`src/rtl/sdinit_pkg.sv`:
```
package sdinit_pkg;

    typedef enum logic [3:0] {
        ST_IDLE,
        ST_STABLE,
        ST_PRECHARGE,
        ST_PRE_GAP,
        ST_REFRESH,
        ST_REF_GAP,
        ST_LOAD_MODE,
        ST_MODE_GAP,
        ST_DONE
    } seq_state_e;

    // command codes on {cs_n, ras_n, cas_n, we_n}
    localparam logic [3:0] CMD_NOP       = 4'b0111;
    localparam logic [3:0] CMD_PRECHARGE = 4'b0010;
    localparam logic [3:0] CMD_REFRESH   = 4'b0001;
    localparam logic [3:0] CMD_LOAD_MODE = 4'b0000;

    // address bit that selects all banks during precharge
    localparam int ALL_BANKS_BIT = 10;

    function automatic logic [2:0] burst_code(input int len);
        case (len)
            2:       return 3'd1;
            4:       return 3'd2;
            8:       return 3'd3;
            default: return 3'd0;
        endcase
    endfunction

    function automatic int max4(input int a, input int b, input int c, input int d);
        int m;
        m = a;
        if (b > m) m = b;
        if (c > m) m = c;
        if (d > m) m = d;
        return m;
    endfunction

endpackage

```
`src/rtl/sdinit_mode_word.sv`:
```
module sdinit_mode_word #(
    parameter int ADDR_W       = 13,
    parameter int BURST_LEN    = 1,
    parameter int INTERLEAVED  = 0,
    parameter int CAS_LAT      = 3,
    parameter int WRITE_SINGLE = 1
) (
    output logic [ADDR_W-1:0] word
);
    import sdinit_pkg::*;

    localparam logic [2:0] BL_CODE  = burst_code(BURST_LEN);
    localparam logic [2:0] CAS_CODE = 3'(CAS_LAT);

    always_comb begin
        word      = '0;
        word[2:0] = BL_CODE;
        word[3]   = (INTERLEAVED != 0);
        word[6:4] = CAS_CODE;
        word[8:7] = 2'b00;          // standard operating mode
        word[9]   = (WRITE_SINGLE != 0);
    end

endmodule

```
`src/rtl/sdinit_gap_timer.sv`:
```
module sdinit_gap_timer #(
    parameter int CNT_W = 8
) (
    input  logic             clk,
    input  logic             rst_n,
    input  logic             load,
    input  logic [CNT_W-1:0] load_val,
    output logic             expired
);
    logic [CNT_W-1:0] cnt;

    always_ff @(posedge clk or negedge rst_n) begin
        if (!rst_n) begin
            cnt <= '0;
        end else if (load) begin
            cnt <= load_val;
        end else if (cnt != '0) begin
            cnt <= cnt - CNT_W'(1);
        end
    end

    assign expired = (cnt == '0);

endmodule

```
`src/rtl/sdinit_cmd_drive.sv`:
```
module sdinit_cmd_drive #(
    parameter int ADDR_W = 13,
    parameter int BA_W   = 2
) (
    input  sdinit_pkg::seq_state_e state,
    input  logic [ADDR_W-1:0]      mode_word,
    output logic                   cke,
    output logic [3:0]             cmd,
    output logic [BA_W-1:0]        ba,
    output logic [ADDR_W-1:0]      addr
);
    import sdinit_pkg::*;

    always_comb begin
        cke  = 1'b1;
        cmd  = CMD_NOP;
        ba   = '0;
        addr = '0;
        unique case (state)
            ST_IDLE: begin
                cke = 1'b0;
            end
            ST_PRECHARGE: begin
                cmd                 = CMD_PRECHARGE;
                addr[ALL_BANKS_BIT] = 1'b1;
            end
            ST_REFRESH: begin
                cmd = CMD_REFRESH;
            end
            ST_LOAD_MODE: begin
                cmd  = CMD_LOAD_MODE;
                addr = mode_word;
            end
            ST_STABLE, ST_PRE_GAP, ST_REF_GAP, ST_MODE_GAP, ST_DONE: begin
                cmd = CMD_NOP;
            end
            default: begin
                cmd = CMD_NOP;
            end
        endcase
    end

endmodule

```
`src/rtl/sdram_powerup_seq.sv`:
```
module sdram_powerup_seq #(
    parameter int ADDR_W        = 13,
    parameter int BA_W          = 2,
    parameter int STABLE_CYCLES = 2_500_000,
    parameter int T_RP          = 2,
    parameter int T_RFC         = 6,
    parameter int T_MRD         = 2,
    parameter int REFRESH_COUNT = 8,
    parameter int BURST_LEN     = 1,
    parameter int INTERLEAVED   = 0,
    parameter int CAS_LAT       = 3,
    parameter int WRITE_SINGLE  = 1
) (
    input  logic              clk,
    input  logic              rst_n,
    output logic              sd_cke,
    output logic              sd_cs_n,
    output logic              sd_ras_n,
    output logic              sd_cas_n,
    output logic              sd_we_n,
    output logic [BA_W-1:0]   sd_ba,
    output logic [ADDR_W-1:0] sd_addr,
    output logic              init_done
);
    import sdinit_pkg::*;

    localparam int CNT_W = $clog2(max4(STABLE_CYCLES, T_RP, T_RFC, T_MRD) + 1);
    localparam int REF_W = $clog2(REFRESH_COUNT + 1);

    // wait states last (gap - 1) cycles after their command; stabilization lasts its full count
    localparam logic [CNT_W-1:0] LD_STABLE = CNT_W'(STABLE_CYCLES - 1);
    localparam logic [CNT_W-1:0] LD_RP     = CNT_W'(T_RP - 2);
    localparam logic [CNT_W-1:0] LD_RFC    = CNT_W'(T_RFC - 2);
    localparam logic [CNT_W-1:0] LD_MRD    = CNT_W'(T_MRD - 2);
    localparam logic [REF_W-1:0] REF_LAST  = REF_W'(REFRESH_COUNT);

    seq_state_e        state, state_nxt;
    logic [REF_W-1:0]  ref_cnt;
    logic              gap_load;
    logic [CNT_W-1:0]  gap_val;
    logic              gap_done;
    logic [ADDR_W-1:0] mode_word;
    logic [3:0]        cmd;

    // state register
    always_ff @(posedge clk or negedge rst_n) begin
        if (!rst_n) begin
            state   <= ST_IDLE;
            ref_cnt <= '0;
        end else begin
            state <= state_nxt;
            if (state == ST_IDLE) begin
                ref_cnt <= '0;
            end else if (state == ST_REFRESH) begin
                ref_cnt <= ref_cnt + REF_W'(1);
            end
        end
    end

    // next state
    always_comb begin
        state_nxt = state;
        unique case (state)
            ST_IDLE:      state_nxt = ST_STABLE;
            ST_STABLE:    if (gap_done) state_nxt = ST_PRECHARGE;
            ST_PRECHARGE: state_nxt = ST_PRE_GAP;
            ST_PRE_GAP:   if (gap_done) state_nxt = ST_REFRESH;
            ST_REFRESH:   state_nxt = ST_REF_GAP;
            ST_REF_GAP: begin
                if (gap_done) begin
                    state_nxt = (ref_cnt == REF_LAST) ? ST_LOAD_MODE : ST_REFRESH;
                end
            end
            ST_LOAD_MODE: state_nxt = ST_MODE_GAP;
            ST_MODE_GAP:  if (gap_done) state_nxt = ST_DONE;
            ST_DONE:      state_nxt = ST_DONE;
            default:      state_nxt = ST_IDLE;
        endcase
    end

    // gap counter load selection
    always_comb begin
        gap_load = 1'b1;
        gap_val  = '0;
        unique case (state)
            ST_IDLE:      gap_val = LD_STABLE;
            ST_PRECHARGE: gap_val = LD_RP;
            ST_REFRESH:   gap_val = LD_RFC;
            ST_LOAD_MODE: gap_val = LD_MRD;
            default:      gap_load = 1'b0;
        endcase
    end

    sdinit_gap_timer #(
        .CNT_W(CNT_W)
    ) u_timer (
        .clk      (clk),
        .rst_n    (rst_n),
        .load     (gap_load),
        .load_val (gap_val),
        .expired  (gap_done)
    );

    sdinit_mode_word #(
        .ADDR_W       (ADDR_W),
        .BURST_LEN    (BURST_LEN),
        .INTERLEAVED  (INTERLEAVED),
        .CAS_LAT      (CAS_LAT),
        .WRITE_SINGLE (WRITE_SINGLE)
    ) u_mode (
        .word (mode_word)
    );

    // outputs
    sdinit_cmd_drive #(
        .ADDR_W (ADDR_W),
        .BA_W   (BA_W)
    ) u_drive (
        .state     (state),
        .mode_word (mode_word),
        .cke       (sd_cke),
        .cmd       (cmd),
        .ba        (sd_ba),
        .addr      (sd_addr)
    );

    assign {sd_cs_n, sd_ras_n, sd_cas_n, sd_we_n} = cmd;
    assign init_done = (state == ST_DONE);

endmodule

```
`config.mk`:
```
export PLATFORM = sky130hd
export DESIGN_NAME = sdram_powerup_seq
export DESIGN_NICKNAME = d
export VERILOG_FILES = /design/src/rtl/sdinit_pkg.sv /design/src/rtl/sdinit_mode_word.sv /design/src/rtl/sdinit_gap_timer.sv /design/src/rtl/sdinit_cmd_drive.sv /design/src/rtl/sdram_powerup_seq.sv
export SDC_FILE = /design/constraint.sdc
export NUM_CORES = 1
export LEC_CHECK = 0
export BUFFER_PORTS_ARGS = -buffer_cell sky130_fd_sc_hd__buf_2
export CAP_MARGIN = 20
export CELL_PAD_IN_SITES_DETAIL_PLACEMENT = 0
export CELL_PAD_IN_SITES_GLOBAL_PLACEMENT = 1
export CORE_UTILIZATION = 37
export CTS_BUF_LIST = sky130_fd_sc_hd__clkbuf_16
export CTS_CLUSTER_SIZE = 28
export DETAILED_ROUTE_END_ITERATION = 10
export PLACE_DENSITY_LB_ADDON = 0.1
export SETUP_SLACK_MARGIN = 0.02
export SYNTH_ARGS = -nofsm -noshare
export SYNTH_HDL_FRONTEND = slang
export SYNTH_SLANG_ARGS = --single-unit
```
`constraint.sdc`:
```
create_clock -name clk -period 3.94 [get_ports clk]
set_input_delay 0.788 -clock clk [delete_from_list [all_inputs] [get_ports clk]]
set_output_delay 0.788 -clock clk [all_outputs]
set_load 0.02 [all_outputs]
```
==> impl_metrics.yaml, run 1 <==
die:
  num_rows: 25
  die_w_um: 72.7
  ios: 23
  fp.dieH_um: 72.7
  dieArea_mm2: 0.00528
  initial_utilization: 0.389
  core_mm2: 0.00475
routing:
  dr_total_vias: 1527
  drt_iter0_markers: 122
  vias_per_cell: 5.41
  wl_um: 4210
  drc_errors: 0
  detail_route.first_pass.iterations: 4
  ant_nets: 0
  routedWlPerCell_um: 14.9
global_routing:
  grt_pass1_wl_um: 7140
  antenna_found_initial: 0
  grt.met2_usage: 0.292
  first_global_vias: 1443
  use_met3: 0.0428
  grt_remaining_overflow: 0
  grt_max_degree: 31
  gr-usage-all-layers: 0.182
  grt.met1_usage: 0.237
  top_usage_layer: "met2"
clock_network:
  post_cts_buffers: 0
  cts_sinks: 30
  clk_pin_slew_ns: 0.05
  clockBufferDepth: 2
  cts_buffers: 5
  ctsHtreeMaxLevel: 2
  cts_root_buffer: "clkbuf_16"
  cts_hold_buf: 0
  clk_latency_ns: 0.27
  post_cts_resized: 0
  cts_tree: "done"
logic_synthesis:
  synth.distinct_cells: 47
  ys_ff_latch: 30
  synth_most_common_cell: "dfrtp_1"
  yosysTopAreaCell: "dfrtp_1"
  ys_seq_area_frac: 0.406
  ys_top_cells_by_count: "dfrtp_1, nand2_1, buf_4"
  syn_area_mm2: 0.00185
  ys_top_cells_by_area: "dfrtp_1, buf_4, nand2_1"
  ys.flop_type: "dfrtp_1"
  ys_async_sr_fraction: 1.00
  synth_edf_count: 0
  synthCells: 206
  syn_avg_cell_area_um2: 8.97
  ys_warn_count: 0
  synth_top_area_frac: 0.406
critical_path:
  crit_path_start_kind: "flip-flop"
  path_max_fanout: 14
  crit_buf_inv: 3
  slowest_delay_ns: 0.45
  path_delay_family: "simple AND/OR/NAND/NOR gates"
  cp.required_ns: 3.15
  endpoint_kind: "output port"
  worst_path_max_delay_cell: "or2_1"
  path_class: "flip-flop to output port"
  cp_data_arrival_time_ns: 2.00
  path_cells: "or2_1 -> nor3_1 -> buf_4 -> inv_2 -> nand2_1 -> buf_2"
pwr:
  power_frac_clock: 0.521
  leakage_nw: 0.803
  p_int_mw: 0.536
  p_total_mw: 0.678
  seqPwrFrac: 0.455
  switchingPower_mw: 0.142
  switching_share: 0.210
  power_density_mw_per_mm2: 333
  power_frac_comb: 0.024
  peakVddDrop_uv: 171
sta:
  fmax_mhz: 359
  setup_viol: 0
  maxSlewViolCount: 0
  slew_headroom: 0.557
  finClkSkew_ns: 0.00624
  worst_pin_slew_ns: 0.664
  holdWs_ns: 0.530
  finalSetupTns_ns: 0
  rsz0062_at_grt: "no"
  finalCritPeriodShare: 0.707
  hold_viol: 0
  fin_crit_ns: 2.79
finish:
  multiInputGateArea_um2: 972
  n_antenna_cell: 0
  num-nets-final: 219
  syn_to_final_growth_pct: 10.3
  drive_above_1_share: 0.102
  regArea_um2: 751
  fillers: 497
flow_run:
  drv_cap: 0
placed_design:
  io_buffer_count: 10
  place_congestion: 0.834
  dp_hpwl_um: 3050
worst_hold_path:
  hold_path_class: "flip-flop to flip-flop"
outcome:
  status: "completed"
## per-stage QoR
stage / instances / setup slack [ns] / utilization / area [um2]
2_1_floorplan: 217 / 1.67 / - / 1890
3_3_place_gp: 274 / 1.41 / 0.400 / 1900
3_5_place_dp: 274 / 1.22 / 0.400 / 1900
4_1_cts: 282 / 1.14 / 0.429 / 2040
5_1_grt: 282 / 0.908 / 0.429 / 2040
6_report: 282 / 1.15 / 0.429 / 2040
## placed cells by master (no fill, tap or decap), types with 2 or more instances in the layout
cell type	Yosys	final
and3_1	2	2
ha_1	3	3
a211oi_1	2	2
nand3_1	4	4
o21ai_1	7	7
buf_2	1	10
or4_1	6	6
inv_1	7	7
nand2_1	20	20
a31oi_1	2	2
nand4_1	4	4
or3_1	7	7
a21oi_1	13	13
nor3_1	13	13
o21ai_0	7	7
clkbuf_16	0	5
a311oi_1	2	2
clkinv_1	0	3
nor4_1	7	7
buf_4	14	2
xnor2_1	3	3
conb_1	1	12
o31ai_1	4	4
dfrtp_1	30	30
nor2_1	9	9
mux2i_1	5	5
nand2b_1	5	5
## path summary, 6_finish.rpt
check	from	endpoint	slack, ns	cells after the start
setup / recovery	state[0]$_DFFE_PN0P_	sd_ras_n	1.15	6
hold / removal	state[3]$_DFFE_PN0P_	state[2]$_DFFE_PN0P_	0.53	1
setup reg to reg	u_timer.cnt[0]$_DFFE_PN0P_	u_timer.cnt[17]$_DFFE_PN0P_	1.20	6
hold reg to reg	state[3]$_DFFE_PN0P_	state[2]$_DFFE_PN0P_	0.53	1
max in group asynchronous	rst_n	u_timer.cnt[6]$_DFFE_PN0P_	2.96	1
min in group asynchronous	rst_n	u_timer.cnt[16]$_DFFE_PN0P_	0.55	1
## routing by layer
metal  vias up  share of wire  wire length, um
met1       735           0.47             1990
met5         -              0                0
met3         4          0.046              194
li1        752              -                -
met4         0          0.012               51
met2        36           0.47             1980
## layout make-up
class	count	area share
clock buffers	5	0.0614
clock inverters	3	0.00552
inverters	8	0.0147
multi-input cells	157	0.477
flip-flops and latches	30	0.368
well taps	67	0.0411
repair buffers	12	0.0319
## kinds of logic (layout without fill, tap and decap cells)
group	count (synthesis)	after routing	share of synthesized area
adder cells (fa/ha/maj)	3	3	0.0203
XOR/XNOR	4	4	0.0190
multiplexers	5	5	0.0271
AND/OR/NAND/NOR	86	86	0.265
buffers and inverters	30	28	0.0900
flip-flops	30	30	0.406
other	1	12	0.00203
AO/OA/AOI/OAI	47	47	0.171
## registers in the layout (all words and copies together), names as in the netlist
register	cells
ref_cnt	4
u_timer.cnt	22
state	4
## power groups by stage
stage,Clock (mW),Sequential (mW),Combinational (mW)
finish,0.353,0.309,0.0162
detailed placement,0,0.314,0.0166
global placement,0,0.314,0.0166
global route,0.376,0.308,0.0183
floorplan,0,0.314,0.0190
CTS,0.365,0.308,0.0167
(Power assumes the default switching activity.)
==> run 2, diff against run 1 <==
==> constraint.sdc (replaced) <==
create_clock -name clk -period 2.5 [get_ports clk]
set_input_delay 0.5 -clock clk [delete_from_list [all_inputs] [get_ports clk]]
set_output_delay 0.5 -clock clk [all_outputs]
set_load 0.02 [all_outputs]
==> run 2 against run 1 <==
Effect of this change:
- register-to-register slack got worse by 1.1 ns
- first-iteration DRC count decreased by 49%
- via count increased by 4.6%
- worst setup slack got worse by 1.0 ns
- global-route usage increased by 1.1 points
- critical endpoint is now u_timer.cnt[1]$_DFFE_PN0P_
- routed wire length increased by 8.1%
- largest power group unchanged
==> impl_metrics.yaml, run 2 (same netlist as run 1, synthesis figures left out) <==
clock_network:
  clk_latency_ns: 0.27
  post_cts_buffers: 0
  cts_root_buffer: "clkbuf_16"
  ctsHtreeMaxLevel: 2
  cts_sinks: 30
  cts_hold_buf: 0
  cts_tree: "done"
  post_cts_resized: 0
  cts_buffers: 5
  clockBufferDepth: 2
  clk_pin_slew_ns: 0.05
critical_path:
  cp.required_ns: 2.65
  path_max_fanout: 8
  path_class: "flip-flop to flip-flop"
  endpoint_kind: "flip-flop"
  crit_path_start_kind: "flip-flop"
  cp_data_arrival_time_ns: 2.52
finish:
  largest_reg_flops: 22
  fin_cells: 288
  layout_common_cells: "dfrtp_1, nand2_1, nor3_1, a21oi_1, conb_1"
  final_common_cell: "dfrtp_1"
  num-nets-final: 226
  n_antenna_cell: 0
  top_register: "u_timer.cnt"
  reg_top3: "u_timer.cnt (22), ref_cnt (4), state (4)"
  fillers: 490
  drive_above_1_share: 0.131
  syn_to_final_growth_pct: 12.9
routing:
  routedLengthMet1_um: 2060
  dr_total_vias: 1597
  wl_um: 4550
  drt_iter0_markers: 62
  drc_errors: 0
  vias_per_cell: 5.55
  met2_length_um: 2280
  ant_nets: 0
  wl_met3_um: 156
  detail_route.first_pass.iterations: 4
  topRoutingLayerUsed: "met4"
  routedWlPerCell_um: 15.8
sta:
  fin_crit_ns: 2.36
  slew_headroom: 0.533
  finalSetupTns_ns: 0
  maxSlewViolCount: 0
  hold_viol: 0
  rsz0062_at_grt: "no"
  finalCritPeriodShare: 0.945
  finClkSkew_ns: 0.00366
  worst_pin_slew_ns: 0.701
  worst_slack_ns: 0.138
  setup_viol: 0
  fmax_mhz: 423
die:
  die_w_um: 72.7
  dieArea_mm2: 0.00528
  fp.dieH_um: 72.7
  core_mm2: 0.00475
  ios: 23
  num_rows: 25
  initial_utilization: 0.389
outcome:
  status: "completed"
global_routing:
  gr-usage-all-layers: 0.193
  grt_max_degree: 31
  first_global_vias: 1548
  grt_remaining_overflow: 0
  antenna_found_initial: 0
  grt_pass1_wl_um: 7700
worst_hold_path:
  hold_path_class: "input pin to asynchronous set/reset pin"
placed_design:
  place_congestion: 0.801
  dp_slack_ns: 0.176
  placed_cells: 281
  io_buffer_count: 10
  dp_hpwl_um: 3250
pwr:
  power_density_mw_per_mm2: 506
  peakVddDrop_uv: 286
  leakage_nw: 0.844
flow_run:
  drv_cap: 0
-- run 2: cell type report --
| class | instances | area, um2 | area share |
|---|---|---|---|
| sequential | 30 | 751 | 0.360 |
| multi-input combinational | 157 | 972 | 0.466 |
| inverter | 8 | 30.0 | 0.0144 |
| clock buffer | 5 | 125 | 0.0600 |
| timing repair buffer | 19 | 118 | 0.0564 |
| tap | 67 | 83.8 | 0.0402 |
| clock inverter | 2 | 7.51 | 0.00360 |
-- run 2: critical path, cell delays in order (launching register included) --
cell and delay [ns]:
dfrtp_1 0.40, inv_1 0.08, ha_1 0.22, or4b_1 0.54
nor4_4 0.54, a21oi_1 0.15, o31a_1 0.30
-- run 2: worst paths after layout --
path / startpoint / to / slack, ns / cells after the start
max: u_timer.cnt[0]$_DFFE_PN0P_ / u_timer.cnt[1]$_DFFE_PN0P_ / 0.14 / 6
min: rst_n / state[2]$_DFFE_PN0P_ / 0.28 / 1
max reg2reg: u_timer.cnt[0]$_DFFE_PN0P_ / u_timer.cnt[1]$_DFFE_PN0P_ / 0.14 / 6
min reg2reg: ref_cnt[0]$_DFFE_PN0P_ / ref_cnt[0]$_DFFE_PN0P_ / 0.54 / 2
max in group asynchronous: rst_n / u_timer.cnt[14]$_DFFE_PN0P_ / 1.77 / 1
min in group clk: ref_cnt[0]$_DFFE_PN0P_ / ref_cnt[0]$_DFFE_PN0P_ / 0.54 / 2
-- run 2: stage by stage --
stage	hold WS, ns	area [um2]	utilization	total power [mW]
6_report	0.276	2090	0.439	1.06
2_1_floorplan	0.204	1890	-	0.525
5_1_grt	0.336	2090	0.439	1.11
3_5_place_dp	0.533	1950	0.411	0.521
3_3_place_gp	0.522	1950	0.411	0.521
4_1_cts	0.304	2090	0.439	1.07
-- run 2: power by group --
part	internal [mW]	switching, mW	leakage (nW)
Clock	0.354	0.190	0.0723
Sequential	0.487	0	0.352
Combinational	0.000561	0.0256	0.420
Total	0.841	0.215	0.844
-- run 2: routing by layer --
| metal | vias to the layer above | track usage |
|---|---|---|
| met4 | 0 | 0.0566 |
| met1 | 794 | 0.235 |
| met5 | - | 0 |
| li1 | 762 | - |
| met2 | 33 | 0.336 |
| met3 | 8 | 0.0497 |
